==> config.mk <==
export PLATFORM = sky130hd
export DESIGN_NAME = wdog_unlock_top
export DESIGN_NICKNAME = d
export VERILOG_FILES = /design/src/rtl/wdog_pkg.sv /design/src/rtl/wdog_unlock.sv /design/src/rtl/wdog_prescale.sv /design/src/rtl/wdog_count.sv /design/src/rtl/wdog_unlock_top.sv
export SDC_FILE = /design/constraint.sdc
export NUM_CORES = 1
export LEC_CHECK = 0
export BUFFER_PORTS_ARGS = -buffer_cell sky130_fd_sc_hd__clkbuf_2
export CORE_ASPECT_RATIO = 0.7
export CORE_MARGIN = 2
export CORE_UTILIZATION = 35
export DETAILED_ROUTE_END_ITERATION = 10
export SYNTH_ARGS = -nofsm -noshare
export SYNTH_HDL_FRONTEND = slang
export SYNTH_HIERARCHICAL = 1
export SYNTH_SLANG_ARGS = --single-unit
export TNS_END_PERCENT = 100
==> constraint.sdc <==
create_clock -name clk -period 4.1 [get_ports clk]
set_input_delay 0.41 -clock clk [delete_from_list [all_inputs] [get_ports clk]]
set_output_delay 0.41 -clock clk [all_outputs]
set_load 0.01 [all_outputs]
==> src/rtl/wdog_pkg.sv <==
package wdog_pkg;
    localparam logic [5:0] OFS_PV1 = 6'h00;
    localparam logic [5:0] OFS_PV2 = 6'h04;
    localparam logic [5:0] OFS_KEY = 6'h0C;
    localparam logic [5:0] OFS_RLD = 6'h0D;
    localparam logic [5:0] OFS_CFG = 6'h10;
    localparam logic [5:0] OFS_CNT = 6'h14;
    localparam logic [5:0] OFS_LCK = 6'h18;

    localparam logic [7:0] KEY_FIRST  = 8'h80;
    localparam logic [7:0] KEY_SECOND = 8'h86;

    typedef enum logic [1:0] {
        UL_IDLE = 2'd0,
        UL_HALF = 2'd1,
        UL_OPEN = 2'd2
    } ul_state_e;
endpackage

==> src/rtl/wdog_unlock.sv <==
module wdog_unlock
    import wdog_pkg::*;
(
    input  logic       clk,
    input  logic       por_n,
    input  logic       rst_n,
    input  logic       we,
    input  logic [5:0] addr,
    input  logic [7:0] wbyte,
    output logic       open
);
    typedef struct packed {
        ul_state_e st;
    } ul_t;

    ul_t ul_d, ul_q;
    logic key_a, key_b;

    assign key_a = (addr == OFS_KEY) && (wbyte == KEY_FIRST);
    assign key_b = (addr == OFS_KEY) && (wbyte == KEY_SECOND);

    always_comb begin
        ul_d = ul_q;
        if (we) begin
            case (ul_q.st)
                UL_IDLE: ul_d.st = key_a ? UL_HALF : UL_IDLE;
                UL_HALF: ul_d.st = key_b ? UL_OPEN : UL_IDLE;
                default: ul_d.st = UL_IDLE;
            endcase
        end
    end

    always_ff @(posedge clk or negedge por_n) begin
        if (!por_n)      ul_q <= '{st: UL_IDLE};
        else if (!rst_n) ul_q <= '{st: UL_IDLE};
        else             ul_q <= ul_d;
    end

    assign open = (ul_q.st == UL_OPEN);

    // the guard only opens on the second key byte
    a_r1_open_needs_key: assert property (@(posedge clk) disable iff (!por_n || !rst_n)
        $rose(open) |-> $past(we && addr == OFS_KEY && wbyte == KEY_SECOND));
    // any write consumes an open guard
    a_r3_single_use: assert property (@(posedge clk) disable iff (!por_n || !rst_n)
        (open && we) |=> !open);
endmodule

==> src/rtl/wdog_prescale.sv <==
module wdog_prescale #(
    parameter int FINE_LOG   = 15,
    parameter int COARSE_LOG = 20
) (
    input  logic clk,
    input  logic por_n,
    input  logic rst_n,
    input  logic run,
    input  logic clear,
    input  logic coarse,
    output logic tick
);
    localparam int PW = COARSE_LOG;

    typedef struct packed {
        logic [PW-1:0] cnt;
    } ps_t;

    ps_t ps_d, ps_q;
    logic fine_hit, coarse_hit;

    assign fine_hit   = &ps_q.cnt[FINE_LOG-1:0];
    assign coarse_hit = &ps_q.cnt[COARSE_LOG-1:0];

    always_comb begin
        ps_d = ps_q;
        if (clear || !run) ps_d.cnt = '0;
        else               ps_d.cnt = ps_q.cnt + 1'b1;
    end

    always_ff @(posedge clk or negedge por_n) begin
        if (!por_n)      ps_q <= '0;
        else if (!rst_n) ps_q <= '0;
        else             ps_q <= ps_d;
    end

    assign tick = run && !clear && (coarse ? coarse_hit : fine_hit);

    // ticks are spaced by at least two clocks
    a_r4_tick_isolated: assert property (@(posedge clk) disable iff (!por_n || !rst_n)
        tick |=> !tick);
endmodule

==> src/rtl/wdog_count.sv <==
module wdog_count #(
    parameter int CNT_W = 20
) (
    input  logic             clk,
    input  logic             por_n,
    input  logic             rst_n,
    input  logic             run,
    input  logic             restart,
    input  logic             tick,
    input  logic             rearm,
    input  logic [CNT_W-1:0] pv1,
    input  logic [CNT_W-1:0] pv2,
    output logic [CNT_W-1:0] count,
    output logic             expire
);
    typedef struct packed {
        logic [CNT_W-1:0] cnt;
        logic             stage2;
        logic             halted;
    } dc_t;

    dc_t dc_d, dc_q;

    always_comb begin
        dc_d   = dc_q;
        expire = 1'b0;
        if (!run || restart) begin
            dc_d.cnt    = pv1;
            dc_d.stage2 = 1'b0;
            dc_d.halted = 1'b0;
        end else if (tick && !dc_q.halted) begin
            if (dc_q.cnt != '0) begin
                dc_d.cnt = dc_q.cnt - 1'b1;
            end else if (!dc_q.stage2) begin
                dc_d.cnt    = pv2;
                dc_d.stage2 = 1'b1;
            end else begin
                expire = 1'b1;
                if (rearm) begin
                    dc_d.cnt    = pv1;
                    dc_d.stage2 = 1'b0;
                end else begin
                    dc_d.halted = 1'b1;
                end
            end
        end
    end

    always_ff @(posedge clk or negedge por_n) begin
        if (!por_n)      dc_q <= '0;
        else if (!rst_n) dc_q <= '0;
        else             dc_q <= dc_d;
    end

    assign count = dc_q.cnt;

    // an exhausted first stage hands over to the second preload
    a_r4_stage_hand_over: assert property (@(posedge clk) disable iff (!por_n || !rst_n)
        (run && !restart && tick && !dc_q.halted && dc_q.cnt == '0 && !dc_q.stage2)
        |=> (dc_q.stage2 && dc_q.cnt == $past(pv2)));
    // a halted count does not move until restart or disable
    a_r11_halt_holds: assert property (@(posedge clk) disable iff (!por_n || !rst_n)
        (dc_q.halted && run && !restart) |=> (dc_q.cnt == $past(dc_q.cnt)));
endmodule

==> src/rtl/wdog_unlock_top.sv <==
module wdog_unlock_top
    import wdog_pkg::*;
#(
    parameter int CNT_W      = 20,
    parameter int FINE_LOG   = 15,
    parameter int COARSE_LOG = 20
) (
    input  logic        clk,
    input  logic        por_n,
    input  logic        rst_n,
    input  logic        bus_we,
    input  logic [5:0]  bus_addr,
    input  logic [31:0] bus_wdata,
    output logic [31:0] bus_rdata,
    output logic        wdt_rst_req,
    output logic        wdt_rst_kind,
    output logic        wdt_tmo_pin
);
    localparam int PADW = 32 - CNT_W;

    typedef struct packed {
        logic [CNT_W-1:0] pv1;
        logic [CNT_W-1:0] pv2;
        logic             cfg_pre;
        logic             cfg_kind;
        logic             cfg_rsten;
        logic             cfg_pin;
        logic             lk;
        logic             en;
        logic             rearm;
        logic             rst_pulse;
    } top_t;

    top_t st_d, st_q;
    logic tflag_d, tflag_q;
    logic open, guarded, grant, reload, flag_clr, tick, expire;
    logic [CNT_W-1:0] count;
    logic unused_wbits;

    assign unused_wbits = ^bus_wdata;

    wdog_unlock u_key (
        .clk(clk), .por_n(por_n), .rst_n(rst_n), .we(bus_we),
        .addr(bus_addr), .wbyte(bus_wdata[7:0]), .open(open)
    );

    wdog_prescale #(.FINE_LOG(FINE_LOG), .COARSE_LOG(COARSE_LOG)) u_pre (
        .clk(clk), .por_n(por_n), .rst_n(rst_n), .run(st_q.en),
        .clear(reload), .coarse(st_q.cfg_pre), .tick(tick)
    );

    wdog_count #(.CNT_W(CNT_W)) u_cnt (
        .clk(clk), .por_n(por_n), .rst_n(rst_n), .run(st_q.en),
        .restart(reload), .tick(tick), .rearm(st_q.rearm),
        .pv1(st_q.pv1), .pv2(st_q.pv2), .count(count), .expire(expire)
    );

    assign guarded  = (bus_addr == OFS_PV1) || (bus_addr == OFS_PV2) || (bus_addr == OFS_RLD);
    assign grant    = bus_we && open && guarded;
    assign reload   = grant && (bus_addr == OFS_RLD) && bus_wdata[0];
    assign flag_clr = grant && (bus_addr == OFS_RLD) && bus_wdata[1];

    always_comb begin
        st_d = st_q;
        st_d.rst_pulse = expire && st_q.cfg_rsten;
        if (!st_q.lk) begin
            if (grant && bus_addr == OFS_PV1) st_d.pv1 = bus_wdata[CNT_W-1:0];
            if (grant && bus_addr == OFS_PV2) st_d.pv2 = bus_wdata[CNT_W-1:0];
            if (bus_we && bus_addr == OFS_CFG) begin
                st_d.cfg_pre   = bus_wdata[2];
                st_d.cfg_kind  = bus_wdata[3];
                st_d.cfg_rsten = bus_wdata[4];
                st_d.cfg_pin   = bus_wdata[5];
            end
            if (bus_we && bus_addr == OFS_LCK) begin
                st_d.lk    = bus_wdata[0];
                st_d.en    = bus_wdata[1];
                st_d.rearm = bus_wdata[2];
            end
        end
        tflag_d = tflag_q;
        if (flag_clr) tflag_d = 1'b0;
        if (expire)   tflag_d = 1'b1;
    end

    always_ff @(posedge clk or negedge por_n) begin
        if (!por_n)      st_q <= '0;
        else if (!rst_n) st_q <= '0;
        else             st_q <= st_d;
    end

    always_ff @(posedge clk or negedge por_n) begin
        if (!por_n) tflag_q <= 1'b0;
        else        tflag_q <= tflag_d;
    end

    always_comb begin
        bus_rdata = '0;
        case (bus_addr)
            OFS_PV1: bus_rdata = {{PADW{1'b0}}, st_q.pv1};
            OFS_PV2: bus_rdata = {{PADW{1'b0}}, st_q.pv2};
            OFS_RLD: bus_rdata = {30'd0, tflag_q, 1'b0};
            OFS_CFG: bus_rdata = {26'd0, st_q.cfg_pin, st_q.cfg_rsten, st_q.cfg_kind, st_q.cfg_pre, 2'b00};
            OFS_CNT: bus_rdata = {{PADW{1'b0}}, count};
            OFS_LCK: bus_rdata = {29'd0, st_q.rearm, st_q.en, st_q.lk};
            default: bus_rdata = '0;
        endcase
    end

    assign wdt_rst_req  = st_q.rst_pulse;
    assign wdt_rst_kind = st_q.cfg_kind;
    assign wdt_tmo_pin  = tflag_q && st_q.cfg_pin;

    // the reset request lasts a single cycle
    a_r5_pulse_single: assert property (@(posedge clk) disable iff (!por_n || !rst_n)
        wdt_rst_req |=> !wdt_rst_req);
    // the lock freezes itself, the enable, the mode, the configuration and the preloads
    a_r10_lock_freezes: assert property (@(posedge clk) disable iff (!por_n || !rst_n)
        st_q.lk |=> (st_q.lk && st_q.en == $past(st_q.en) && st_q.rearm == $past(st_q.rearm)
                     && $stable(st_q.pv1) && $stable(st_q.pv2) && st_q.cfg_rsten == $past(st_q.cfg_rsten)
                     && st_q.cfg_pre == $past(st_q.cfg_pre)));
    // only a guarded clear or power-on reset drops the timeout flag
    a_r8_flag_sticky: assert property (@(posedge clk) disable iff (!por_n)
        (tflag_q && !flag_clr) |=> tflag_q);
endmodule

==> results.cfg, run 1 <==
[worst_setup_path]
endpoint_kind = register
arrival_ns = 3.31
critical_path.reg2reg.endpoint = u_cnt/count[17]
worstRegToRegCells = 10
worstSetupPathType = register to register
timing.critical_path.fanout_max = 9
crit_end = u_cnt/count[17]
critical_path_required_ns = 4.36
setup.worst_path.start_class = register
rrSetupSlack_ns = 1.05
reg2reg_from = u_pre/ps_q[0]
worstSetupStartpoint = u_pre/ps_q[0]

[timing]
skew_ns = 0.0136
setup_repair_after_global_routing_missed_its_margin = no
fin_worst_hold_slack_ns = 0.157
final-setup-viol-count = 0
hold_violations = 0
layout_worst_path_cycle_share_pct = 74.5
timing_worst_slew_pin_value_ns = 1.06
timing.setup.tns_ns = 0
worst_slew_margin_rel_pct = 28.9
layout_min_cycle_time_ns = 3.05
clock.fmax_ghz = 0.328
timing_max_transition_violations_final = 0

[route]
route.final.wire_length_microns = 17800
drtIter0Drc = 599
routed-via-count = 5335
vias_per_cell = 5.88
detail_route.first_pass.iterations = 5
remaining_drc_errors = 0
wl_per_cell_microns = 19.6
drt.antenna.violating_nets = 0

[synthesis]
async_reset_ff_share_pct = 100
ys_types = 77
synth_enable_flop_cells = 0
synth_top_cell_by_area = sky130_fd_sc_hd__dfrtp_1
fraction_of_post_synthesis_cell_area_in_the_top_cell_type_by_area_pct = 38.7
yosys-top-cells-area = sky130_fd_sc_hd__dfrtp_1 39%, sky130_fd_sc_hd__nand2_1 5.5%, sky130_fd_sc_hd__buf_4 4.1%
synth_cells = 667
synth.yosys.warnings = 6
mappedNetlistArea_sq_um = 6020
postSynthRegisterBits = 93
synth_ff_type = sky130_fd_sc_hd__dfrtp_1
synth.yosys.seq_area_share_pct = 38.7
synth_area_per_cell_sq_um = 9.03

[finish]
nNetsFinal = 715
stdcell_area_sq_um = 6500
area_growth_pct = 7.90
final_cell_mix = 93 x sky130_fd_sc_hd__dfrtp_1, 89 x sky130_fd_sc_hd__nand2_1, 51 x sky130_fd_sc_hd__clkbuf_2
final_common_cell = sky130_fd_sc_hd__dfrtp_1
final.fill_count = 1740
utilization_pct = 38.2
final_layout_size_suffix_gt1_share_pct = 15.6

[floorplan]
placeableCoreArea_sq_um = 17000
die_w_microns = 161
die_area_sq_um = 18300
io_pins = 77
die-height_microns = 114
initial_cell_density_of_the_core_pct = 35.4
core.rowCount = 40

[place]
routability_driven_placement_congestion_ratio = 0.900
buffer_ports.inserted = 52
placement.cell_area_sq_um = 6190
place_hpwl_microns = 12100

[grt]
maximum_number_of_pins_on_one_net_before_global_route_repair = 70
grt_overflow_total = 0
groute.usage.overall_pct = 19.7
grt_pass1_wl_microns = 28100
initial_antenna_violation_count = 0
grt_pass1_vias = 4951

[clock_tree]
postCtsResizedCells = 0
clkSlewWorstSetupHoldPaths_ns = 0.07
post-cts-setup-buffer-count = 0
cts_sinks = 93
worst_skew_pair.late_latency_ns = 0.37
post_cts_hold_buffer_count = 0
cts_tree = yes
htreeDepth = 3
numCtsBuffers = 9
root_buffer = sky130_fd_sc_hd__clkbuf_16
cts_buffer_depth = 2

[power_and_ir_drop]
power.leakage_nw = 2.84
totalPowerFinal_w = 0.00187
power.density_cell_area_nw_per_um2 = 288
power.ir.vdd_worst_mv = 0.171

[worst_hold_path]
holdCritPathClass = input pin to asynchronous set/reset pin

[run]
max_cap_viols = 0

[outcome]
run_status = finished clean
sequential cells by signal, indices dropped and copies added (netlist names):
name and count:
st_q 46, u_cnt/count 20, u_pre/ps_q 20, u_cnt/dc_q 2, u_key/ul_q 2, tflag_q 1
wdt_rst_kind 1, wdt_rst_req 1
cells in the mapped netlist, types with 3 or more instances:
cell type	n
sky130_fd_sc_hd__a211oi_1	3
sky130_fd_sc_hd__a22oi_1	21
sky130_fd_sc_hd__nand3b_1	22
sky130_fd_sc_hd__ha_1	3
sky130_fd_sc_hd__a21oi_1	9
sky130_fd_sc_hd__mux2i_1	22
sky130_fd_sc_hd__nand2_1	89
sky130_fd_sc_hd__inv_1	7
sky130_fd_sc_hd__a221o_1	4
sky130_fd_sc_hd__nand4_1	17
sky130_fd_sc_hd__o31a_1	3
sky130_fd_sc_hd__nor4_1	13
sky130_fd_sc_hd__a221oi_1	4
sky130_fd_sc_hd__o31ai_1	18
sky130_fd_sc_hd__nor2_1	23
sky130_fd_sc_hd__dfrtp_1	93
sky130_fd_sc_hd__or3_1	3
sky130_fd_sc_hd__buf_2	3
sky130_fd_sc_hd__buf_6	10
sky130_fd_sc_hd__nor2b_1	6
sky130_fd_sc_hd__clkbuf_1	30
sky130_fd_sc_hd__nor3b_1	3
sky130_fd_sc_hd__and3_1	6
sky130_fd_sc_hd__a31oi_1	16
sky130_fd_sc_hd__a41oi_1	3
sky130_fd_sc_hd__or4_1	5
sky130_fd_sc_hd__a222oi_1	4
sky130_fd_sc_hd__o21ai_0	42
sky130_fd_sc_hd__and2_1	9
sky130_fd_sc_hd__xnor2_1	9
sky130_fd_sc_hd__nor3_1	12
sky130_fd_sc_hd__buf_4	33
sky130_fd_sc_hd__xor2_1	12
sky130_fd_sc_hd__nand3_1	38
sky130_fd_sc_hd__a32oi_1	5
sky130_fd_sc_hd__buf_1	7
sky130_fd_sc_hd__and4_1	3
sky130_fd_sc_hd__o211ai_1	4
per-layer routing:
metal  track usage (%)  up-vias  wire length (microns)
li1                  -     2464                      -
met1              31.1     2579                   8770
met2              26.7      263                   7040
met3              4.84       29                   1750
met4              4.52        0                    230
met5                 0        -                      0
where the power goes:
group,switching [W],internal [W]
sequential,0.00000105,0.000917
clock,0.000421,0.000434
combinational,0.0000735,0.0000274
total,0.000496,0.00138
stage by stage:
step,setup WS (ns),std cells
after CTS,1.07,906
final,1.05,907
after global placement,1.10,890
after global routing,0.836,906
after detailed placement,1.10,890
after floorplan,1.41,678
worst min-delay path by stage:
| stage | start | to | slack, ns | cells past startpoint |
|---|---|---|---|---|
| 6_report | por_n | st_q[45] | 0.16 | 1 |
| 5_1_grt | por_n | st_q[25] | 0.27 | 1 |
| 4_1_cts | por_n | st_q[45] | 0.22 | 1 |
| 3_5_place_dp | u_pre/ps_q[0] | u_pre/ps_q[0] | 0.46 | 1 |
| 3_3_place_gp | u_pre/ps_q[0] | u_pre/ps_q[0] | 0.44 | 1 |
| 2_1_floorplan | por_n | st_q[10] | 0.11 | 0 |
critical path, stage by stage (launching register included):
cell and delay [ns]:
sky130_fd_sc_hd__dfrtp_1 0.38, sky130_fd_sc_hd__ha_1 0.32, sky130_fd_sc_hd__and4_1 0.23, sky130_fd_sc_hd__nand4_1 0.21, sky130_fd_sc_hd__nor4bb_1 0.50, sky130_fd_sc_hd__nor2b_1 0.19
sky130_fd_sc_hd__buf_4 0.17, sky130_fd_sc_hd__o41a_1 0.36, sky130_fd_sc_hd__buf_4 0.27, sky130_fd_sc_hd__o22ai_1 0.09, sky130_fd_sc_hd__a211oi_1 0.24
logic make-up (layout without fill, tap and decap cells):
group / count (synthesis) / in the layout / synth area share [%]
adder cells (fa/ha/maj): 3 / 3 / 0.624
XOR/XNOR: 21 / 21 / 3.05
AND/OR/NAND/NOR: 278 / 278 / 26.0
other: 1 / 13 / 0.0623
multiplexers: 22 / 22 / 3.66
buffers and inverters: 91 / 88 / 9.04
flip-flops: 93 / 93 / 38.7
AO/OA/AOI/OAI: 158 / 158 / 18.9
cell type report:
cell class | instances | area, sq um | share of cell area [%]
tap | 231 | 289 | 4.45
inverter | 8 | 30.0 | 0.462
sequential | 93 | 2330 | 35.8
timing repair buffer | 64 | 353 | 5.43
clock inverter | 7 | 78.8 | 1.21
antenna | 1 | 2.50 | 0.0385
multi-input combinational | 494 | 3190 | 49.1
clock buffer | 9 | 225 | 3.47
(Power assumes the default switching activity.)
==> run 2, diff against run 1 <==
clock period = 3.1 ns   (was 4.1 ns; I/O delays follow)
==> results.cfg, run 2 (synthesized netlist as in run 1, its figures left out) <==
[grt]
groute.usage.overall_pct = 21.0
grt_busiest_layer = met1
met1_usage_pct = 31.8
grt_pass1_vias = 5269
initial_antenna_violation_count = 0
grt_pass1_wl_microns = 29900
grt_overflow_total = 0
grt_use_met2_pct = 29.4
maximum_number_of_pins_on_one_net_before_global_route_repair = 55
met3_usage_pct = 6.04

[worst_setup_path]
endpoint_kind = register
critPathMaxStageDelay_ns = 0.45
reg2reg_from = u_pre/ps_q[0]
timing.critical_path.fanout_max = 7
critical_path_required_ns = 3.33
worstRegToRegCells = 8
arrival_ns = 3.12
worstSetupStartpoint = u_pre/ps_q[0]
setup.worst_path.start_class = register
critical-path-slowest-cell = sky130_fd_sc_hd__nor4bb_1
worstSetupPathType = register to register
worstPathCellList = ha_1 > and4_1 > nand4_1 > nor4bb_1 > nor2b_1 > o41a_1 > nor2_2 > a221o_1

[clock_tree]
postCtsResizedCells = 0
post-cts-setup-buffer-count = 0
cts_sinks = 93
worst_skew_pair.late_latency_ns = 0.36
cts_tree = yes
cts_buffer_depth = 2
clkSlewWorstSetupHoldPaths_ns = 0.07
htreeDepth = 3
numCtsBuffers = 9
root_buffer = sky130_fd_sc_hd__clkbuf_16

[route]
wl_per_cell_microns = 20.1
routed-via-count = 5356
remaining_drc_errors = 0
route.final.wire_length_microns = 18400
drtIter0Drc = 523
drt.antenna.violating_nets = 0
vias_per_cell = 5.83
detail_route.first_pass.iterations = 5

[timing]
hold_violations = 0
final-setup-viol-count = 0
timing_max_transition_violations_final = 0
timing.setup.tns_ns = 0
setup_repair_after_global_routing_missed_its_margin = no
skew_ns = 0.0107
layout_min_cycle_time_ns = 2.88
layout_worst_path_cycle_share_pct = 93.0
worst_slew_margin_rel_pct = 42.9
clock.fmax_ghz = 0.347
timing_worst_slew_pin_value_ns = 0.856

[worst_hold_path]
holdPathStages = 3
holdCritPathClass = input pin to register
hp-start = bus_wdata[9]

[outcome]
run_status = finished clean

[finish]
final_common_cell = sky130_fd_sc_hd__dfrtp_1
final_cell_mix = 93 x sky130_fd_sc_hd__dfrtp_1, 89 x sky130_fd_sc_hd__nand2_1, 51 x sky130_fd_sc_hd__clkbuf_2
largest_register_ffs = 46
final_layout_size_suffix_gt1_share_pct = 16.7
stdcell_area_sq_um = 6580
nNetsFinal = 727
utilization_pct = 38.7
area_growth_pct = 9.31
n_antenna_cell = 0
final.fill_count = 1743
top_register = st_q

[floorplan]
die_w_microns = 161
placeableCoreArea_sq_um = 17000
die-height_microns = 114
io_pins = 77
core.rowCount = 40
initial_cell_density_of_the_core_pct = 35.4
die_area_sq_um = 18300

[power_and_ir_drop]
power.density_cell_area_nw_per_um2 = 372
power.leakage_nw = 2.89
power.ir.vdd_worst_mv = 0.307
totalPowerFinal_w = 0.00245

[place]
buffer_ports.inserted = 52
place_hpwl_microns = 12800
routability_driven_placement_congestion_ratio = 0.917
placement.cell_area_sq_um = 6280

[run]
max_cap_viols = 0
## run 2: changes by cell type in the layout (fill, tap and decap cells not counted)
| cell | before | now |
|---|---|---|
| sky130_fd_sc_hd__clkbuf_1 | 0 | 1 |
| sky130_fd_sc_hd__buf_12 | 0 | 1 |
| sky130_fd_sc_hd__clkinv_8 | 2 | 0 |
| sky130_fd_sc_hd__buf_4 | 13 | 23 |
| sky130_fd_sc_hd__dlygate4sd3_1 | 0 | 1 |
| sky130_fd_sc_hd__clkbuf_8 | 0 | 1 |
| sky130_fd_sc_hd__diode_2 | 1 | 0 |
| sky130_fd_sc_hd__inv_6 | 3 | 1 |
| sky130_fd_sc_hd__clkinvlp_4 | 0 | 2 |
## run 2: final timing paths
| path | slack [ns] | endpoint |
|---|---|---|
| max | 0.22 | u_cnt/count[18] |
| min | 0.22 | st_q[17] |
| max reg2reg | 0.22 | u_cnt/count[18] |
| min reg2reg | 0.48 | u_pre/ps_q[0] |
| max in group asynchronous | 1.76 | st_q[28] |
| min in group asynchronous | 0.51 | st_q[46] |
## run 2: worst max-delay path, delay by kind of cell, from the launching register on
kind            cells  cell delay (ns)
compound gates      2             0.76
fa+ha+maj           1             0.34
flops               1             0.38
simple gates        5             1.29
## run 2: layout make-up
type,count,area [sq um],share of cell area (%)
inverter,8,30.0,0.456
clock inverter,5,43.8,0.665
tap,231,289,4.39
clock buffer,11,243,3.69
sequential,93,2330,35.4
timing repair buffer,76,458,6.96
multi-input combinational,494,3190,48.5
## run 2: where the power goes
group          switching (W)  total (W)  internal [W]
Clock               0.000513    0.00109      0.000576
Sequential        0.00000137    0.00121       0.00121
Combinational       0.000100   0.000141     0.0000408
## run 2: timing repair
action	4_1_cts	5_1_grt
hold endpoints to repair	28	0
hold buffers	1	0
endpoints found under the setup margin	0	0
## run 2: per-stage QoR
step / setup WS, ns / hold slack [ns] / std cells
after global routing: 0.0178 / 0.243 / 918
after detailed placement: 0.269 / 0.367 / 901
final: 0.218 / 0.221 / 918
after floorplan: 0.448 / 0.0144 / 678
after global placement: 0.329 / 0.350 / 901
after CTS: 0.224 / 0.213 / 918
## run 2: routing by layer
metal  vias to the layer above  share of wire, %
met5                         -                 0
met4                         0               1.1
met3                        19               9.7
met2                       246                41
met1                      2611                48
li1                       2480                 -
==> run 3, diff against run 2 <==
RECOVER_POWER = 50   (was not set)
SETUP_SLACK_MARGIN = 0.5   (was not set)
==> results.cfg, run 3 (synthesized netlist as in run 1, its figures left out) <==
[floorplan]
die_area_sq_um = 18300
die-height_microns = 114
core.rowCount = 40
io_pins = 77
placeableCoreArea_sq_um = 17000
die_w_microns = 161
initial_cell_density_of_the_core_pct = 35.4

[route]
route.final.wire_length_microns = 18800
drtIter0Drc = 873
detail_route.first_pass.iterations = 5
wl_per_cell_microns = 20.2
remaining_drc_errors = 0
routed-via-count = 5460
drt.antenna.violating_nets = 0
vias_per_cell = 5.88

[timing]
worst_slew_margin_rel_pct = 10.5
timing.setup.tns_ns = 0
fin_worst_hold_slack_ns = 0.228
setup_repair_after_global_routing_missed_its_margin = no
final-setup-viol-count = 0
hold_violations = 0
clock.fmax_ghz = 0.389
timing_worst_slew_pin_value_ns = 1.34
layout_min_cycle_time_ns = 2.57
layout_worst_path_cycle_share_pct = 83.0
timing_max_transition_violations_final = 0
skew_ns = 0.0105

[worst_setup_path]
critical_path_required_ns = 3.34
endpoint_kind = register
timing.critical_path.fanout_max = 7
setup.worst_path.start_class = register
arrival_ns = 2.81
worstSetupPathType = register to register
rrSetupSlack_ns = 0.53

[power_and_ir_drop]
power.ir.vdd_worst_mv = 0.206
power.density_cell_area_nw_per_um2 = 383
power.leakage_nw = 2.95

[clock_tree]
htreeDepth = 3
clkSlewWorstSetupHoldPaths_ns = 0.07
numCtsBuffers = 9
worst_skew_pair.late_latency_ns = 0.36
cts_sinks = 93
post_cts_hold_buffer_count = 0
root_buffer = sky130_fd_sc_hd__clkbuf_16
cts_tree = yes
cts_buffer_depth = 2

[place]
place_hpwl_microns = 12800
routability_driven_placement_congestion_ratio = 0.911
place_inst = 901
buffer_ports.inserted = 52

[finish]
nNetsFinal = 737
area_growth_pct = 11.5
top_register = st_q
fin_cells = 928
largest_register_ffs = 46
final_cell_mix = 91 x sky130_fd_sc_hd__dfrtp_1, 89 x sky130_fd_sc_hd__nand2_1, 51 x sky130_fd_sc_hd__clkbuf_2
final_common_cell = sky130_fd_sc_hd__dfrtp_1
utilization_pct = 39.4
final_layout_size_suffix_gt1_share_pct = 19.1
n_antenna_cell = 0

[grt]
groute.usage.overall_pct = 20.7
grt_pass1_vias = 5412
maximum_number_of_pins_on_one_net_before_global_route_repair = 64
grt_pass1_wl_microns = 30000
initial_antenna_violation_count = 0
grt_overflow_total = 0

[outcome]
run_status = finished clean

[run]
max_cap_viols = 0

[worst_hold_path]
holdCritPathClass = input pin to register
run 3: timing repair:
action / in CTS / in global routing
gates resized for setup: 3 / 7
setup buffers: 3 / 7
hold endpoints to repair: 0 / 0
gates cloned: 1 / 0
setup endpoints to repair: 21 / 22
pin swaps: 1 / 4
run 3: cell type report:
type | count | area (sq um)
Sequential cell | 93 | 2330
Clock inverter | 6 | 86.3
Fill cell | 1701 | 10300
Tap cell | 231 | 289
Clock buffer | 10 | 239
Inverter | 8 | 30.0
Timing Repair Buffer | 85 | 503
Multi-Input combinational cell | 495 | 3230
run 3: stage by stage:
step / setup WS (ns) / cell area (sq um) / power (W)
floorplan: 0.573 / 6060 / 0.00131
global placement: 0.412 / 6300 / 0.00138
detailed placement: 0.384 / 6300 / 0.00138
CTS: 0.498 / 6670 / 0.00259
global route: 0.504 / 6710 / 0.00265
finish: 0.528 / 6710 / 0.00257
run 3: worst paths after layout:
| kind | start | endpoint | cells after the start |
|---|---|---|---|
| hold reg to reg | u_pre/ps_q[0] | u_pre/ps_q[0] | 1 |
| min in group asynchronous | por_n | st_q[22] | 1 |
| setup reg to reg | u_cnt/count[6] | u_cnt/count[16] | 6 |
| setup / recovery | u_cnt/count[6] | u_cnt/count[16] | 6 |
| max in group asynchronous | por_n | u_cnt/count[2] | 2 |
| hold / removal | bus_wdata[10] | st_q[18] | 3 |
run 3: critical path, stage by stage, from the launching register on:
cell and delay (ns):
sky130_fd_sc_hd__dfrtp_1 0.45, sky130_fd_sc_hd__or4_4 0.60, sky130_fd_sc_hd__or3_4 0.42, sky130_fd_sc_hd__o41a_1 0.48
sky130_fd_sc_hd__buf_4 0.18, sky130_fd_sc_hd__o32a_1 0.16, sky130_fd_sc_hd__o32a_1 0.18
run 3: power by group:
group	leakage [nW]	internal, W	switching, W
Sequential	1.30	0.00121	0.00000140
Combinational	1.50	0.0000386	0.0000994
Clock	0.158	0.000727	0.000492
run 3: routing by layer:
metal	vias up	GRT usage, %	wire [microns]
met4	0	5.24	225
met1	2693	31.3	9260
met3	23	4.80	1480
li1	2502	-	-
met5	-	0	0
met2	242	29.7	7810
